`src/rtl/canbuf_pkg.sv`:
```
package canbuf_pkg;
  typedef enum logic [1:0] {
    TX_FREE = 2'd0,
    TX_WAIT = 2'd1,
    TX_SEND = 2'd2
  } tx_state_t;
endpackage

```
`src/rtl/canbuf_filter.sv`:
```
module canbuf_filter #(
  parameter int DW = 8
) (
  input  logic [DW-1:0] id_msbs,
  input  logic [DW-1:0] code,
  input  logic [DW-1:0] mask,
  output logic          hit
);
  // a mask bit set to one removes that identifier bit from the compare
  assign hit = (((id_msbs ^ code) & ~mask) == '0);
endmodule

```
`src/rtl/canbuf_tx.sv`:
```
module canbuf_tx
  import canbuf_pkg::*;
#(
  parameter int BYTES = 10,
  parameter int DW    = 8,
  parameter int IDX_W = 4
) (
  input  logic             clk,
  input  logic             rst,
  input  logic             h_we,
  input  logic [IDX_W-1:0] h_idx,
  input  logic [DW-1:0]    h_wdata,
  output logic [DW-1:0]    h_rdata,
  input  logic             req,
  input  logic             abort,
  input  logic             start,
  input  logic             done,
  input  logic [IDX_W-1:0] c_idx,
  output logic [DW-1:0]    c_rdata,
  output tx_state_t        state
);
  logic [DW-1:0] mem [0:BYTES-1];

  always_ff @(posedge clk) begin
    if (h_we && state == TX_FREE && h_idx < IDX_W'(BYTES))
      mem[h_idx] <= h_wdata;
  end

  always_ff @(posedge clk) begin
    if (rst)
      c_rdata <= '0;
    else if (c_idx < IDX_W'(BYTES))
      c_rdata <= mem[c_idx];
    else
      c_rdata <= '0;
  end

  assign h_rdata = (h_idx < IDX_W'(BYTES)) ? mem[h_idx] : '0;

  always_ff @(posedge clk) begin
    if (rst) begin
      state <= TX_FREE;
    end else begin
      case (state)
        TX_FREE: if (req)   state <= TX_WAIT;
        TX_WAIT: if (abort) state <= TX_FREE;
                 else if (start) state <= TX_SEND;
        TX_SEND: if (done)  state <= TX_FREE;
        default: state <= TX_FREE;
      endcase
    end
  end
endmodule

```
`src/rtl/canbuf_rx_pair.sv`:
```
module canbuf_rx_pair #(
  parameter int BYTES = 10,
  parameter int DW    = 8,
  parameter int IDX_W = 4
) (
  input  logic             clk,
  input  logic             rst,
  input  logic             we,
  input  logic [IDX_W-1:0] waddr,
  input  logic [DW-1:0]    wdata,
  input  logic             frame_end,
  input  logic             frame_err,
  input  logic [DW-1:0]    acc_code,
  input  logic [DW-1:0]    acc_mask,
  input  logic             release_i,
  input  logic             clr_ovr,
  input  logic [IDX_W-1:0] rd_idx,
  output logic [DW-1:0]    rd_data,
  output logic             ready,
  output logic             ovr,
  output logic             ovr_pulse
);
  localparam int DEPTH = 2 * BYTES;
  localparam int MA_W  = $clog2(DEPTH);

  logic [DW-1:0] mem [0:DEPTH-1];
  logic [1:0]    full, full_n;
  logic          rd_sel, rd_n;
  logic          tgt, room, open_q;
  logic [DW-1:0] id_q;
  logic          hit;

  wire space    = ~(full[0] & full[1]);
  wire free_sel = full[rd_sel] ? ~rd_sel : rd_sel;
  wire opening  = we && (waddr == '0);
  wire wr_sel   = opening ? free_sel : tgt;
  wire wr_room  = opening ? space : room;
  wire good_end = frame_end && !frame_err && open_q && hit;

  canbuf_filter #(.DW(DW)) u_filter (
    .id_msbs(id_q), .code(acc_code), .mask(acc_mask), .hit(hit)
  );

  function automatic logic [MA_W-1:0] flat(input logic sel, input logic [IDX_W-1:0] idx);
    return sel ? MA_W'(BYTES) + MA_W'(idx) : MA_W'(idx);
  endfunction

  always_ff @(posedge clk) begin
    if (we && wr_room && waddr < IDX_W'(BYTES))
      mem[flat(wr_sel, waddr)] <= wdata;
  end

  assign rd_data = (rd_idx < IDX_W'(BYTES)) ? mem[flat(rd_sel, rd_idx)] : '0;

  always_comb begin
    full_n = full;
    rd_n   = rd_sel;
    if (release_i && full[rd_sel]) begin
      full_n[rd_sel] = 1'b0;
      rd_n           = ~rd_sel;
    end
    if (good_end && room)
      full_n[tgt] = 1'b1;
  end

  always_ff @(posedge clk) begin
    if (rst) begin
      full      <= '0;
      rd_sel    <= 1'b0;
      tgt       <= 1'b0;
      room      <= 1'b0;
      open_q    <= 1'b0;
      id_q      <= '0;
      ready     <= 1'b0;
      ovr       <= 1'b0;
      ovr_pulse <= 1'b0;
    end else begin
      full      <= full_n;
      rd_sel    <= rd_n;
      ready     <= |full_n;
      ovr_pulse <= 1'b0;
      if (opening) begin
        tgt    <= free_sel;
        room   <= space;
        id_q   <= wdata;
        open_q <= 1'b1;
      end else if (frame_end || frame_err) begin
        open_q <= 1'b0;
      end
      if (good_end && !room) begin
        ovr       <= 1'b1;
        ovr_pulse <= 1'b1;
      end else if (clr_ovr) begin
        ovr <= 1'b0;
      end
    end
  end
endmodule

```
`src/rtl/can_msgbuf.sv`:
```
module can_msgbuf
  import canbuf_pkg::*;
#(
  parameter int BYTES   = 10,
  parameter int DW      = 8,
  parameter int ADDR_W  = 6,
  parameter int TX_BASE = 'h2A,
  parameter int RX_BASE = 'h34
) (
  input  logic              clk,
  input  logic              rst,
  input  logic [ADDR_W-1:0] host_addr,
  input  logic              host_we,
  input  logic [DW-1:0]     host_wdata,
  output logic [DW-1:0]     host_rdata,
  input  logic              cmd_tx_req,
  input  logic              cmd_abort,
  input  logic              cmd_release,
  input  logic              cmd_clr_ovr,
  input  logic [DW-1:0]     acc_code,
  input  logic [DW-1:0]     acc_mask,
  output logic              tx_access,
  output logic              tx_pending,
  output logic              tx_active,
  input  logic [3:0]        core_tx_addr,
  output logic [DW-1:0]     core_tx_rdata,
  input  logic              core_tx_start,
  input  logic              core_tx_done,
  input  logic              core_rx_we,
  input  logic [3:0]        core_rx_addr,
  input  logic [DW-1:0]     core_rx_wdata,
  input  logic              core_rx_end,
  input  logic              core_rx_err,
  output logic              rx_ready,
  output logic              ovr_flag,
  output logic              ovr_irq
);
  localparam int IDX_W = 4;
  localparam logic [ADDR_W-1:0] TX_LO = ADDR_W'(TX_BASE);
  localparam logic [ADDR_W-1:0] TX_HI = ADDR_W'(TX_BASE + BYTES);
  localparam logic [ADDR_W-1:0] RX_LO = ADDR_W'(RX_BASE);
  localparam logic [ADDR_W-1:0] RX_HI = ADDR_W'(RX_BASE + BYTES);

  logic [ADDR_W-1:0] tx_off, rx_off;
  logic              in_tx, in_rx;
  logic [DW-1:0]     tx_hdata, rx_hdata;
  tx_state_t         tx_state;

  assign tx_off = host_addr - TX_LO;
  assign rx_off = host_addr - RX_LO;
  assign in_tx  = (host_addr >= TX_LO) && (host_addr < TX_HI);
  assign in_rx  = (host_addr >= RX_LO) && (host_addr < RX_HI);

  canbuf_tx #(.BYTES(BYTES), .DW(DW), .IDX_W(IDX_W)) u_tx (
    .clk(clk), .rst(rst),
    .h_we(host_we && in_tx), .h_idx(tx_off[IDX_W-1:0]), .h_wdata(host_wdata),
    .h_rdata(tx_hdata),
    .req(cmd_tx_req), .abort(cmd_abort), .start(core_tx_start), .done(core_tx_done),
    .c_idx(core_tx_addr), .c_rdata(core_tx_rdata), .state(tx_state)
  );

  canbuf_rx_pair #(.BYTES(BYTES), .DW(DW), .IDX_W(IDX_W)) u_rx (
    .clk(clk), .rst(rst),
    .we(core_rx_we), .waddr(core_rx_addr), .wdata(core_rx_wdata),
    .frame_end(core_rx_end), .frame_err(core_rx_err),
    .acc_code(acc_code), .acc_mask(acc_mask),
    .release_i(cmd_release), .clr_ovr(cmd_clr_ovr),
    .rd_idx(rx_off[IDX_W-1:0]), .rd_data(rx_hdata),
    .ready(rx_ready), .ovr(ovr_flag), .ovr_pulse(ovr_irq)
  );

  assign tx_access  = (tx_state == TX_FREE);
  assign tx_pending = (tx_state == TX_WAIT);
  assign tx_active  = (tx_state == TX_SEND);

  always_ff @(posedge clk) begin
    if (rst)        host_rdata <= '0;
    else if (in_tx) host_rdata <= tx_hdata;
    else if (in_rx) host_rdata <= rx_hdata;
    else            host_rdata <= '0;
  end
endmodule

```
`config.mk`:
```
export PLATFORM = sky130hd
export DESIGN_NAME = can_msgbuf
export DESIGN_NICKNAME = d
export VERILOG_FILES = /design/src/rtl/canbuf_pkg.sv /design/src/rtl/canbuf_filter.sv /design/src/rtl/canbuf_tx.sv /design/src/rtl/canbuf_rx_pair.sv /design/src/rtl/can_msgbuf.sv
export SDC_FILE = /design/constraint.sdc
export NUM_CORES = 1
export LEC_CHECK = 0
export ABC_AREA = 1
export BUFFER_PORTS_ARGS = -buffer_cell sky130_fd_sc_hd__buf_2
export CAP_MARGIN = 10
export CORE_UTILIZATION = 55
export DETAILED_ROUTE_END_ITERATION = 8
export HOLD_SLACK_MARGIN = 0.08
export PLACE_DENSITY_LB_ADDON = 0.05
export SYNTH_ARGS = -nofsm -noshare
export SYNTH_HDL_FRONTEND = slang
export SYNTH_SLANG_ARGS = --single-unit
export TNS_END_PERCENT = 50
```
`constraint.sdc`:
```
create_clock -name clk -period 7.5 [get_ports clk]
set_input_delay 0.75 -clock clk [delete_from_list [all_inputs] [get_ports clk]]
set_output_delay 0.75 -clock clk [all_outputs]
set_load 0.01 [all_outputs]
```
# After elaboration in Yosys (flattened, before gate mapping)
# Memories as Yosys holds them, arrays and structs flattened. A register that Yosys moved wholly into a read port is not among the register bits.
# Index checks and enable logic that the tools add are counted.
[op_classes]
n_addsub = 4
order_cmp = 12
n_eq_ne = 5
mux = 31
bitwise = 10
reduce_logical = 27
[op_table]
columns = ["cell", "count"]
rows = [
  ["8-bit 2-to-1 mux", 4],
  ["1-bit logical AND", 16],
  ["4-bit < comparator, second input constant", 4],
  ["1-bit 2-to-1 mux", 16],
  ["6-bit >= comparator, second input constant", 2],
  ["6-bit < comparator, second input constant", 2],
  ["2-bit 2-to-1 mux", 6],
  ["4-bit by 4-bit adder with 5-bit output, first input constant", 2],
  ["5-bit 2-to-1 mux", 2],
  ["8-bit bitwise AND", 1],
  ["8-bit zero test", 1],
  ["8-bit NOT", 1],
  ["8-bit bitwise XOR", 1],
  ["2-bit case mux with 3 select lines", 1],
  ["4-bit zero test", 1],
  ["1-bit by 2-bit < comparator with 1-bit output, second input constant", 2],
  ["2-bit nonzero test", 2],
  ["2-bit OR reduction", 2],
  ["4-bit by 3-bit subtractor with 4-bit output, second input constant", 1],
  ["4-bit subtractor, second input constant", 1],
  ["3-bit by 2-bit inequality test with 1-bit output, second input constant", 1],
  ["1-bit NOT", 3],
  ["3-bit AND reduction", 1],
  ["2-bit bitwise AND", 1],
  ["other kinds (12)", 15],
]
[word_totals]
regBits = 27
ram_bits = 240
output_inout_bits = 22
elab_cells = 102
n_memories = 2
[memory_table]
columns = ["name", "depth", "word_bits", "read_ports", "rd_ports_with_merged_regs", "wr", "line", "rtl"]
rows = [
  ["u_rx.mem", 20, 8, 1, 0, 1, "canbuf_rx_pair.sv:26", "logic [DW-1:0] mem [0:DEPTH-1];"],
  ["u_tx.mem", 10, 8, 2, 1, 1, "canbuf_tx.sv:22", "logic [DW-1:0] mem [0:BYTES-1];"],
]

# Logic depth before layout (Yosys ltp)
[logic_depth]
word_depth = 10
ltp_mapped = 14

# Cells and area by module
# From an unflattened synthesis, not the netlist that was laid out.
[hier_totals]
cells_unflattened = 1391
hier_area_um2 = 12901.1
[by_module_without_submodules]
columns = ["mod", "instances", "cells_each", "area_per_inst_um2", "seq_area_each_um2"]
rows = [
  ["canbuf_rx_pair", 1, 718, 7566.0, 5144.9],
  ["canbuf_tx", 1, 555, 4601.9, 2602.5],
  ["can_msgbuf", 1, 65, 526.8, 160.2],
  ["canbuf_filter", 1, 53, 206.4, 0.0],
]

# Worst setup path before layout
# No wires, ideal clock.
[synth_timing]
kind = "input-to-reg"
from = "in host_addr[1]"
to = "mem u_tx.mem[1][0] (enable)"
setup_time_ns = 0.395
t_arrival_ns = 2.586
required_ns = 7.105
path_slack_ns = 4.519
cell_stages = 8
path_cell_list = "buf_4 inv_2 ha_1 xor2_1 a21oi_1 nor2_2 nand3_2 nor4_1"
[synth_between]
elab_chain_cells = 7
[synth_rtl]
columns = ["item", "line", "rtl"]
rows = [
  ["from (decl)", "can_msgbuf.sv:12", "input logic [ADDR_W-1:0] host_addr,"],
  ["parallel branches: the longest is 7 deep, another holds 4-bit subtractor", "--", ""],
  ["to (decl)", "canbuf_tx.sv:22", ""],
]
# Several ways; the timed one is not identified.

# Final worst setup path
[layout_timing]
from = "in host_addr[0]"
to = "mem u_tx.mem[9][3] (enable)"
# The elaborated chain is that of the path after synthesis.

==> impl_metrics.yaml <==
placed_design:
  io_buffers: 79
  dp_cells: 1434
  place.gp.congestion: 0.871
  dp_hpwl_um: 19000
floorplan:
  fp.dieH_um: 150
  core.rowCount: 53
  die_area_um2: 22400
  start_util_pct: 56.6
  die_w_um: 150
  core_area_um2: 21200
  ios: 80
pwr:
  pwr-share-clk_pct: 43.3
  p_leak_nw: 4.95
  cellPowerDensity_nw_per_um2: 251
  comb_power_share_pct: 7.2
  sw_frac_of_total_pct: 22.6
  p_total_mw: 3.38
  power_frac_seq_pct: 49.5
  internal_power_mw: 2.62
  switching_power_uw: 765
  vdd_ir_drop_max_mv: 0.168
sta:
  hold_viol: 0
  max_freq_mhz: 316
  finalSetupViolCount: 0
  whs_ns: 0.459
  period_needed_ns: 3.17
  setup_tns_ns: 0
  tightest_slew_ns: 1.12
  fin_crit_sh_pct: 42.2
  fin_skew_ns: 0.0128
  rsz0062_at_grt: "false"
  slew_headroom_pct: 25.0
  slew_violations: 0
synthesis:
  ys_seq_area_share_pct: 65.9
  syn-cell-area_um2: 12000
  syn_inst: 1130
  synth.ff_latch_count: 275
  yosys_warnings: 0
  netlist.area_leader.share_pct: 60.1
  synth_nets: 1197
  syn_avg_cell_area_um2: 10.6
  synth-async-reset-ratio_pct: 0
  synthFlopType: "edfxtp_1"
  synth_area_leader_cell: "edfxtp_1"
  netlist-cell-type-count: 41
  synth-edff-count: 240
  synth_top_cells_by_area: "edfxtp_1 60%, nand2_1 8.3%, dfxtp_1 5.8%"
layout:
  finalNonFillerCells: 1488
  final_core_util_pct: 63.5
  drive_above_1_share_pct: 13.1
  nets: 1257
  diodes: 0
  syn2layout_area_growth_pct: 12.2
  fill_cells: 1711
worst_setup_path:
  cp_data_arrival_time_ns: 3.34
  crit_path_end_kind: "flip-flop"
  cp.required_ns: 7.67
  worstPathMaxFanout: 86
  cp_slowest_cell: "nor3_1"
  critical_path_class: "input pin to flip-flop"
  slowest_delay_ns: 1.06
  critical_path_buf_inv_count: 2
  timing.rr.start: "u_rx.rd_sel"
  cp-start-kind: "input pin"
  critical_path.top_delay_family: "simple AND/OR/NAND/NOR gates"
  path_cells: "buf_2, buf_4, nand2_1, nor3_1"
  crit_start: "host_addr[0]"
detailed_routing:
  viasPerCell: 5.70
  vias: 8480
  detail_route.iter0.violations: 950
  drc_errors: 0
  wirelength_um: 29700
  detail-route-antenna-nets: 0
  drt-wirelength-per-cell_um: 20.0
  dr.pass1.iters: 5
hold_path:
  hold_start: "core_tx_start"
  hold_path.class: "input pin to flip-flop"
global_routing:
  overflow: 0
  grt_max_degree: 87
  grt_pass1_wl_um: 45600
  grt_util_all_layers_pct: 27.2
  antenna_found_initial: 1
  grt_pass1_vias: 7942
clock_tree:
  cts.sinks: 275
  cts_tree: "built"
  clock_latency_ns: 0.56
  numCtsBuffers: 29
  post_cts_resized: 0
  cts-root-buf: "clkbuf_16"
  clk_pin_slew_ns: 0.06
  ctsLongestPathBuffers: 3
  hold_buffers: 0
  h-tree-depth: 1
  post_cts_buffers: 0
outcome:
  status: "completed"
job:
  max_cap_viol_count: 0
-- per-stage QoR --
| stage | area (um2) | setup slack [ns] |
|---|---|---|
| after floorplan | 12000 | 4.52 |
| after detailed placement | 12500 | 3.84 |
| after global placement | 12500 | 3.93 |
| final | 13500 | 4.33 |
| after CTS | 13500 | 4.38 |
| after global routing | 13500 | 4.09 |
-- registers in the layout (all words and copies together) (netlist names), 2 cells and up --
signal        cells
u_rx.mem        160
u_tx.mem         80
host_rdata        8
u_rx.id_q         8
u_tx.c_rdata      8
u_rx.full         2
u_tx.state        2
-- path summary, 6_finish.rpt --
check / cells after the start / endpoint / slack [ns]
min: 4 / u_tx.state[0] / 0.46
min reg2reg: 2 / u_rx.id_q[7] / 0.47
max: 4 / u_tx.mem[9][3] / 4.33
max reg2reg: 7 / u_rx.mem[8][7] / 4.96
-- cells in the mapped netlist (6+ instances only) --
cell	count
o21ai_0	80
o21ai_1	7
nand2_1	265
buf_4	15
buf_2	22
o22ai_1	43
nor2_1	142
nand3_1	86
inv_1	47
nand3b_1	9
o221ai_1	8
a21oi_1	33
edfxtp_1	240
ha_1	9
clkbuf_1	16
nand2_2	9
nand4_1	8
dfxtp_1	35
o211ai_1	12
nor3_1	6
-- placed cells by master, fill, tap and decap left out, drive strengths merged, types with 2 or more instances in the layout --
cell,n
a21oi,35
a22oi,2
buf,82
bufinv,3
clkbuf,45
clkinv,4
clkinvlp,2
dfxtp,35
edfxtp,240
ha,9
inv,54
nand2,274
nand3,91
nand3b,9
nand4,8
nor2,147
nor3,6
nor4,2
o211ai,12
o21ai,90
o21bai,2
o221ai,8
o22ai,43
or2,2
xnor2,3
xor2,3
-- routing by layer --
layer,up-vias,routed length [um],global-route usage [%]
met5,-,11,0
met4,2,793,8.43
met3,53,2380,4.57
met2,386,13400,41.8
met1,3953,13100,39.7
li1,4086,-,-
-- power groups by stage --
| stage | Sequential (mW) | Clock [mW] | Combinational [mW] |
|---|---|---|---|
| 3_5_place_dp | 1.71 | 0 | 0.241 |
| 6_report | 1.68 | 1.46 | 0.245 |
| 5_1_grt | 1.68 | 1.53 | 0.270 |
| 3_3_place_gp | 1.71 | 0 | 0.239 |
| 4_1_cts | 1.68 | 1.47 | 0.243 |
| 2_1_floorplan | 1.71 | 0 | 0.143 |
-- cells by family (layout without fill, tap and decap cells) --
family,Yosys count,count (layout),share of synthesized area (%)
adders and majority gates,9,9,0.938
buffers and inverters,107,190,4.07
AOI/OAI and AO/OA,193,193,9.38
DFF,275,275,65.9
xor gates and xnor gates,6,6,0.657
and+or+nand+nor,540,540,19.1
-- area by class of cell --
class	instances	area [um2]	area share, %
Tap cell	275	344	2.56
Multi-Input combinational cell	748	3610	26.8
Inverter	54	205	1.52
Clock inverter	9	139	1.03
Sequential cell	275	7910	58.7
Clock buffer	45	846	6.28
Timing Repair Buffer	82	418	3.10
-- worst min-delay path, cell delays in order --
cell     delay [ns]
buf_2          0.07
nor2_1         0.04
inv_1          0.04
a21oi_1        0.05
No activity file was read; power rests on OpenSTA's default activity.
